## config.mk

```make
export PLATFORM = sky130hd
export DESIGN_NAME = sd_cmd_framer
export DESIGN_NICKNAME = d
export VERILOG_FILES = /design/src/rtl/sdcf_pkg.sv /design/src/rtl/sdcf_crc_serial.sv /design/src/rtl/sdcf_seq.sv /design/src/rtl/sd_cmd_framer.sv
export SDC_FILE = /design/constraint.sdc
export NUM_CORES = 1
export LEC_CHECK = 0
export ABC_AREA = 1
export CORE_MARGIN = 5
export CORE_UTILIZATION = 42
export DETAILED_ROUTE_END_ITERATION = 6
export PLACE_DENSITY = 0.78
export SYNTH_ARGS = -nofsm -noshare
export SYNTH_HDL_FRONTEND = slang
export SYNTH_SLANG_ARGS = --single-unit
```

## constraint.sdc

```tcl
create_clock -name clk -period 2.3 [get_ports clk]
set_input_delay 0.46 -clock clk [delete_from_list [all_inputs] [get_ports clk]]
set_output_delay 0.46 -clock clk [all_outputs]
set_load 0.01 [all_outputs]
```

## src/rtl/sdcf_pkg.sv

```systemverilog
package sdcf_pkg;
  localparam int unsigned CRC_W_DEF = 7;
  localparam logic [CRC_W_DEF-1:0] CRC_POLY = 7'h09;
  localparam logic [1:0] LEAD_BITS = 2'b01;
endpackage

```

## src/rtl/sdcf_crc_serial.sv

```systemverilog
module sdcf_crc_serial #(
  parameter int unsigned W = 7,
  parameter logic [W-1:0] POLY = 7'h09
) (
  input  logic         clk,
  input  logic         rst_n,
  input  logic         clr,
  input  logic         en,
  input  logic         din,
  output logic [W-1:0] crc
);
  logic [W-1:0] crc_q, crc_d;
  logic         fb;

  always_comb begin
    fb    = din ^ crc_q[W-1];
    crc_d = crc_q;
    if (clr) begin
      crc_d = '0;
    end else if (en) begin
      crc_d = {crc_q[W-2:0], 1'b0} ^ (fb ? POLY : '0);
    end
  end

  always_ff @(posedge clk or negedge rst_n) begin
    if (!rst_n) crc_q <= '0;
    else        crc_q <= crc_d;
  end

  assign crc = crc_q;
endmodule

```

## src/rtl/sdcf_seq.sv

```systemverilog
module sdcf_seq #(
  parameter int unsigned FRAME_BITS = 48,
  parameter int unsigned HDR_BITS   = 40
) (
  input  logic                          clk,
  input  logic                          rst_n,
  input  logic                          start,
  input  logic                          clk_en,
  output logic                          busy,
  output logic [$clog2(FRAME_BITS)-1:0] bit_cnt,
  output logic                          accept,
  output logic                          crc_step
);
  localparam int unsigned CNT_W = $clog2(FRAME_BITS);
  localparam logic [CNT_W-1:0] LAST_POS = CNT_W'(FRAME_BITS - 1);
  localparam logic [CNT_W-1:0] HDR_END  = CNT_W'(HDR_BITS);

  logic             busy_q, busy_d;
  logic [CNT_W-1:0] cnt_q, cnt_d;
  logic             step;

  always_comb begin
    accept   = start & ~busy_q;
    step     = busy_q & clk_en;
    crc_step = step & (cnt_q < HDR_END);
    busy_d   = busy_q;
    cnt_d    = cnt_q;
    if (accept) begin
      busy_d = 1'b1;
      cnt_d  = '0;
    end else if (step) begin
      if (cnt_q == LAST_POS) begin
        busy_d = 1'b0;
        cnt_d  = '0;
      end else begin
        cnt_d = cnt_q + 1'b1;
      end
    end
  end

  always_ff @(posedge clk or negedge rst_n) begin
    if (!rst_n) begin
      busy_q <= 1'b0;
      cnt_q  <= '0;
    end else begin
      busy_q <= busy_d;
      cnt_q  <= cnt_d;
    end
  end

  assign busy    = busy_q;
  assign bit_cnt = cnt_q;
endmodule

```

## src/rtl/sd_cmd_framer.sv

```systemverilog
module sd_cmd_framer #(
  parameter int unsigned IDX_W  = 6,
  parameter int unsigned ARG_W  = 32,
  parameter int unsigned CRC_W  = sdcf_pkg::CRC_W_DEF,
  parameter int unsigned WORD_W = 16
) (
  input  logic                                   clk,
  input  logic                                   rst_n,
  input  logic                                   start,
  input  logic [IDX_W-1:0]                       cmd_idx,
  input  logic [ARG_W-1:0]                       cmd_arg,
  input  logic                                   clk_en,
  output logic                                   cmd_out,
  output logic                                   busy,
  output logic [2+IDX_W+ARG_W+CRC_W:0]           frame,
  output logic [WORD_W-1:0]                      word1,
  output logic [WORD_W-1:0]                      word2,
  output logic [WORD_W-1:0]                      word3
);
  localparam int unsigned HDR_W     = 2 + IDX_W + ARG_W;
  localparam int unsigned FRAME_W   = HDR_W + CRC_W + 1;
  localparam int unsigned NUM_WORDS = FRAME_W / WORD_W;
  localparam int unsigned CNT_W     = $clog2(FRAME_W);
  localparam int unsigned HPOS_W    = $clog2(HDR_W);
  localparam int unsigned CPOS_W    = $clog2(CRC_W);
  localparam logic [CNT_W-1:0] HDR_TOP  = CNT_W'(HDR_W - 1);
  localparam logic [CNT_W-1:0] CRC_TOP  = CNT_W'(FRAME_W - 2);
  localparam logic [CNT_W-1:0] HDR_END  = CNT_W'(HDR_W);
  localparam logic [CNT_W-1:0] CRC_END  = CNT_W'(FRAME_W - 1);

  logic [HDR_W-1:0]  hdr_q, hdr_d;
  logic [CRC_W-1:0]  crc;
  logic [CNT_W-1:0]  bit_cnt;
  logic              accept, crc_step;
  logic [HPOS_W-1:0] hdr_pos;
  logic [CPOS_W-1:0] crc_pos;
  logic              hdr_bit;
  logic [WORD_W-1:0] words [NUM_WORDS];

  sdcf_seq #(
    .FRAME_BITS (FRAME_W),
    .HDR_BITS   (HDR_W)
  ) u_seq (
    .clk      (clk),
    .rst_n    (rst_n),
    .start    (start),
    .clk_en   (clk_en),
    .busy     (busy),
    .bit_cnt  (bit_cnt),
    .accept   (accept),
    .crc_step (crc_step)
  );

  sdcf_crc_serial #(
    .W    (CRC_W),
    .POLY (sdcf_pkg::CRC_POLY)
  ) u_crc (
    .clk   (clk),
    .rst_n (rst_n),
    .clr   (accept),
    .en    (crc_step),
    .din   (hdr_bit),
    .crc   (crc)
  );

  always_comb begin
    hdr_d = hdr_q;
    if (accept) hdr_d = {sdcf_pkg::LEAD_BITS, cmd_idx, cmd_arg};
  end

  always_ff @(posedge clk or negedge rst_n) begin
    if (!rst_n) hdr_q <= '0;
    else        hdr_q <= hdr_d;
  end

  always_comb begin
    hdr_pos = HPOS_W'(HDR_TOP - bit_cnt);
    crc_pos = CPOS_W'(CRC_TOP - bit_cnt);
    hdr_bit = hdr_q[hdr_pos];
    if (!busy)                  cmd_out = 1'b1;
    else if (bit_cnt < HDR_END) cmd_out = hdr_bit;
    else if (bit_cnt < CRC_END) cmd_out = crc[crc_pos];
    else                        cmd_out = 1'b1;
  end

  assign frame = {hdr_q, crc, 1'b1};

  for (genvar k = 0; k < NUM_WORDS; k++) begin : g_word
    assign words[k] = frame[k*WORD_W +: WORD_W];
  end

  assign word1 = words[0];
  assign word2 = words[1];
  assign word3 = words[2];
endmodule

```

==> run metrics, run 1 <==
status finished with violations; failing checks setup timing; gpl congestion 0.878; leakage 2.08 nW; Most used DFF post-synth dfrtp_1; Yosys cell types 31; Ports 140; Tmin final 2.42 ns; ant diodes 0; fin. max-slew vios 0; Die H 95.3 µm; most common cell in the synthesized netlist nand2_1; initial core utilization 42.6%; Crit Path Category reg -> out; Final Hold Vio Count 0; cell area power density 1370 nW/µm²; # Max-Cap Violations 0; Post-synth top cells 106 x nand2_1, 53 x dfrtp_1, 51 x buf_4; worst vdd ir 0.000557 V; Post-Synthesis Cell Area 3060 µm²; Hold/Removal Path Class in -> async; mean post-synth cell area 7.74 µm²; Ys Warns 0; Slowest-stage cell, CP dfrtp_2; number of synthesized flops with an enable pin 0; vias 2956; number of global-route vias before repair 2878; num rows 31; Die ar. 9080 µm²; router iterations before antenna repair 4; pin count of the biggest net entering global routing 33; Total Routing Usage GR 18.7%; root buffer cell clkbuf_8; Worst-path clk slew 0.10 ns; Post-synth ARST share 100%; worst r2r dst u_crc.crc[3]; hold-fix buffer count after cts 0; worst r2r path cells 14; area delta synth->final 47.2%; post-synth top area share 43.4%; Final Cell Area 4500 µm²; Finish-stage setup viols 1; Die Wd 95.3 µm; area leader, netlist dfrtp_1; Vias/cell 4.82; maximum clock frequency 0.413 GHz; Yosys reg bits 53; clock buffer depth 2; Initial DRC Count 152; Final Skew 0.00867 ns; register area share after synthesis 43.4%; Required @ worst endpoint 1.84 ns; first-pass GRT wire length 13500 µm; Critical Path Most Common Cell nand3_1; Startpoint Class register; CTS sink cnt 53; setup ws final -0.120 ns; max incr delay on CP 0.46 ns; Routed Antenna Nets 0; WL final 8610 µm; drt wl/cell 14.0 µm; layout cells sized above 1 12.5%; cells along the critical path buf_12 > or2_1 > nand3_1 > nand3_1 > nand3_1 > nand3_1 > nand3_2 > nand2_2 > a21oi_2 > o21ai_1 > buf_2; crit path DAT 1.96 ns; TritonCTS Buffers 5; GRT overflow 0; port bufs 135; Cells after Synth 395; CTS tree done; Final Cycle Share 105%; Post-DP Area 4350 µm²; crit-path max FO 9; CTS HTree Levels 2; RSZ-0062 raised after global routing yes; dpl hpwl 6660 µm; launching point of the worst reg2reg path u_seq.bit_cnt[0]; core area 7180 µm²; pre-CTS setup slack -0.106 ns; r2r setup slk 0.33 ns; worst-skew pair later-pin latency 0.30 ns; Worst setup EP type primary output; nets 558; DRC violations left 0; antenna violations before repair 0; top area cells in the synthesized netlist dfrtp_1 43%, nand2_1 13%, buf_4 13%
[area by class of cell]
class	count	area, µm²
clock buffer	6	82.6
fill	636	2680
clock inverter	2	13.8
inverter	46	173
multi-input combinational	233	1100
tap	99	124
sequential	53	1330
timing repair buffer	174	1670
[worst max-delay path by stage]
stage / to / cells past startpoint / slack [ns] / from
after floorplan: cmd_out / 7 / 0.39 / u_seq.bit_cnt[3]
after global placement: cmd_out / 11 / -0.10 / u_seq.bit_cnt[0]
after detailed placement: cmd_out / 11 / -0.11 / u_seq.bit_cnt[0]
after CTS: cmd_out / 11 / -0.1 / u_seq.bit_cnt[0]
after global routing: cmd_out / 11 / -0.21 / u_seq.bit_cnt[0]
final: cmd_out / 11 / -0.12 / u_seq.bit_cnt[0]
[routing by layer]
metal / vias up / part of all wire [%] / global-route usage (%)
met2: 116 / 51 / 32.4
li1: 1433 / - / -
met5: - / 0 / 0
met1: 1394 / 41 / 23.8
met4: 0 / 1.4 / 4.81
met3: 13 / 7.0 / 3.47
[flip-flops by register name, summed over array words and instances, names as in the netlist]
register	cells
hdr_q	39
u_seq.bit_cnt	6
u_seq.busy	1
u_crc.crc	7
[timing repair]
item	CTS	global route
gates resized for setup	6	0
pin swaps	2	2
endpoints found under the setup margin	1	1
buffers inserted	2	1
cloned	1	0
[critical path, delay by kind of cell (launching register included)]
family,cells,cell delay (ns)
compound gates,2,0.16
flops,1,0.46
simple gates,7,0.73
buf+inv,2,0.30
[where the power goes]
| group | internal (mW) | switching [mW] | total [mW] |
|---|---|---|---|
| Combinational | 2.12 | 1.79 | 3.90 |
| Sequential | 1.34 | 0.377 | 1.71 |
| Clock | 0.245 | 0.310 | 0.555 |
[placed cells by master (no fill, tap or decap), drive strengths merged]
| master | n |
|---|---|
| o21ai | 37 |
| o211ai | 1 |
| nor2 | 12 |
| ha | 3 |
| nand2 | 108 |
| bufbuf | 1 |
| dfrtp | 53 |
| clkinv | 2 |
| and3 | 1 |
| o221ai | 2 |
| nand4 | 1 |
| xor2 | 1 |
| or2 | 6 |
| nor3 | 6 |
| o2111a | 1 |
| clkbuf | 6 |
| inv | 46 |
| clkdlybuf4s50 | 133 |
| conb | 4 |
| a21oi | 6 |
| buf | 40 |
| xnor2 | 1 |
| nor4 | 1 |
| o22ai | 6 |
| nand3 | 36 |
[kinds of logic after synthesis]
group,share of synthesized area [%]
other,0.246
adders and majority gates,1.23
buffers and inverters,20.8
DFF,43.4
and+or+nand+nor,24.1
AOI/OAI and AO/OA,9.62
xor gates and xnor gates,0.573
[through the flow]
stage	total power [mW]	cells	setup TNS, ns	hold WS, ns	utilization [%]
finish	6.17	613	-0.120	0.0621	62.7
global route	6.61	613	-0.210	0.0853	62.7
CTS	6.22	612	-0.0983	0.0657	62.6
detailed placement	5.57	601	-0.106	0.405	60.6
global placement	5.49	601	-0.104	0.399	60.6
floorplan	3.85	397	0	0.164	-
Note: power is estimated with default switching activity, not from simulation.
==> run 2, diff against run 1 <==
Settings changed: HOLD_SLACK_MARGIN from default to 0.08, REMOVE_ABC_BUFFERS from default to 1.
==> run 2 against run 1 <==
The flow still finishes with violations (setup timing). Fmax increased by 0.74%. Worst hold slack gained 0.089 ns. Power is 0.70% lower. Largest power group unchanged.
==> run metrics, run 2 (synthesis results as in run 1) <==
Final Hold Vio Count 0 (unchanged); Hold/Removal Path Class in -> async; Worst setup EP type primary output; worst slew pin tran 0.589 ns; Post-Layout Cell Count 612 (-0.16%); Slowest-stage cell, CP dfrtp_2; fin. max-slew vios 0 (unchanged); WL final 8680 µm (+0.86%); vias 2923 (-1.1%); Finish-stage setup viols 1 (unchanged); TritonCTS Buffers 5 (unchanged); Critical Path Most Common Cell nand3_1; most frequent cells in the layout 133 x clkdlybuf4s50_1, 106 x nand2_1, 52 x dfrtp_1; launching point of the worst reg2reg path u_seq.bit_cnt[0]; Final Cell Area 4480 µm² (-0.42%); Ports 140 (unchanged); Vias/cell 4.78 (-0.95%); cells along the critical path buf_6 > or2_1 > nand3_1 > nand3_1 > nand3_1 > nand3_2 > nand3_2 > nand2_2 > a21oi_2 > o21ai_1 > buf_2; post-layout util 62.4% (-0.26 points); drt wl/cell 14.2 µm (+1.0%); port bufs 135 (unchanged); worst r2r path cells 13 (-1); Final Cycle Share 104% (-0.77 points); FILL cells 655 (+3.0%); Switch Pwr 2.50 mW (+0.92%); Die H 95.3 µm (unchanged); cell area power density 1370 nW/µm² (-0.28%); area delta synth->final 46.6%; crit path DAT 1.94 ns (-0.02 ns); maximum clock frequency 0.416 GHz (+0.74%); Die Wd 95.3 µm (unchanged); Initial DRC Count 160 (+5.3%); # Max-Cap Violations 0 (unchanged); max incr delay on CP 0.48 ns (+0.02 ns); max reg flops 39 (unchanged); Largest Register hdr_q; Net Sw Frac 40.8% (+0.65 points); core area 7180 µm² (unchanged); Routed Antenna Nets 0 (unchanged); clock buffer depth 2 (unchanged); setup ws final -0.102 ns (+0.0178 ns); Crit Path Category reg -> out; hold-fix buffer count after cts 0 (unchanged); nets 557 (-0.18%); CTS HTree Levels 2 (unchanged); clock share of power 8.4% (-0.6 points); Tmin final 2.40 ns (-0.0178 ns); antenna violations before repair 0 (unchanged); number of global-route vias before repair 2895 (+0.59%); Slew HR 60.7%; DRC violations left 0 (unchanged); pre-CTS setup slack -0.154 ns (-0.0482 ns); ant diodes 0 (unchanged); Required @ worst endpoint 1.84 ns (about the same); Post-DP Area 4330 µm² (-0.35%); leakage 2.06 nW (-0.81%); RSZ-0062 raised after global routing yes; dpl hpwl 6730 µm (+1.1%); router iterations before antenna repair 5 (+1); gpl congestion 0.823 (-6.3%); combinational fraction of design power 63.5% (+0.3 points); most common library cell in the layout ignoring fill and taps clkdlybuf4s50_1; num rows 31 (unchanged); dpl cells 599 (-0.33%); GRT overflow 0 (unchanged); Worst-path clk slew 0.09 ns (about the same); r2r setup slk 0.49 ns (+0.16 ns); failing checks setup timing; Final Skew 0.00672 ns (-0.00195 ns); first-pass GRT wire length 14000 µm (+3.8%); crit-path max FO 7 (-2); layout cells sized above 1 12.7% (+0.22 points); CTS tree done; Die ar. 9080 µm² (unchanged); CTS sink cnt 53 (unchanged); Total Routing Usage GR 19.7% (+1.1 points); status finished with violations; root buffer cell clkbuf_8; worst-skew pair later-pin latency 0.30 ns (about the same); internal power 3.63 mW (-1.8%); worst r2r dst u_crc.crc[3]; sequential share of power 28.2% (+0.4 points); initial core utilization 42.6% (unchanged); pin count of the biggest net entering global routing 30 (-9.1%); worst vdd ir 0.000511 V (-8.3%); total power 6.13 mW (-0.70%); Startpoint Class register
[run 2: layer usage]
layer	vias to the layer above	GRT usage, %	part of all wire [%]
met1	1373	25.5	44
met5	-	0	0
met2	113	33.6	48
met3	8	3.95	6.6
li1	1429	-	-
met4	0	5.29	1.3
[run 2: cell type report]
type | instances | area, µm² | area share (%)
Timing Repair Buffer | 173 | 1640 | 36.7
Sequential cell | 53 | 1330 | 29.6
Multi-Input combinational cell | 233 | 1130 | 25.2
Inverter | 46 | 175 | 3.91
Tap cell | 99 | 124 | 2.77
Clock buffer | 8 | 80.1 | 1.79
[run 2: through the flow]
step | TNS, ns | hold WS, ns
floorplan | -0.0427 | 0.164
global placement | -0.108 | 0.487
detailed placement | -0.154 | 0.494
CTS | -0.103 | 0.160
global route | -0.284 | 0.192
finish | -0.102 | 0.151
[run 2: worst max-delay path: cells and delay by family, from the launching register on]
family	cells	cell delay (ns)
compound gates	2	0.18
buf+inv	2	0.31
flops	1	0.48
simple gates	7	0.69
[run 2: worst max-delay path by stage]
| stage | slack [ns] | start | end | cells past startpoint |
|---|---|---|---|---|
| 6_report | -0.10 | u_seq.bit_cnt[0] | cmd_out | 11 |
| 5_1_grt | -0.28 | u_seq.bit_cnt[0] | cmd_out | 11 |
| 4_1_cts | -0.10 | u_seq.bit_cnt[0] | cmd_out | 11 |
| 3_5_place_dp | -0.15 | u_seq.bit_cnt[0] | cmd_out | 11 |
| 3_3_place_gp | -0.11 | u_seq.bit_cnt[0] | cmd_out | 11 |
| 2_1_floorplan | -0.04 | u_seq.busy | u_seq.bit_cnt[5] | 7 |
[run 2: what timing repair did]
action                     in CTS  in global routing
resized for setup               7                  8
setup endpoints to repair       1                  1
buffers inserted                2                  1
pin swaps                       1                  1
cloned                          1                  1
[run 2: power by group through the flow]
stage	Combinational (mW)	Sequential (mW)	Clock, mW
after CTS	3.87	1.73	0.528
after floorplan	1.12	2.12	0
final	3.89	1.73	0.512
after global placement	3.77	1.72	0
after global routing	4.25	1.81	0.559
after detailed placement	3.83	1.74	0
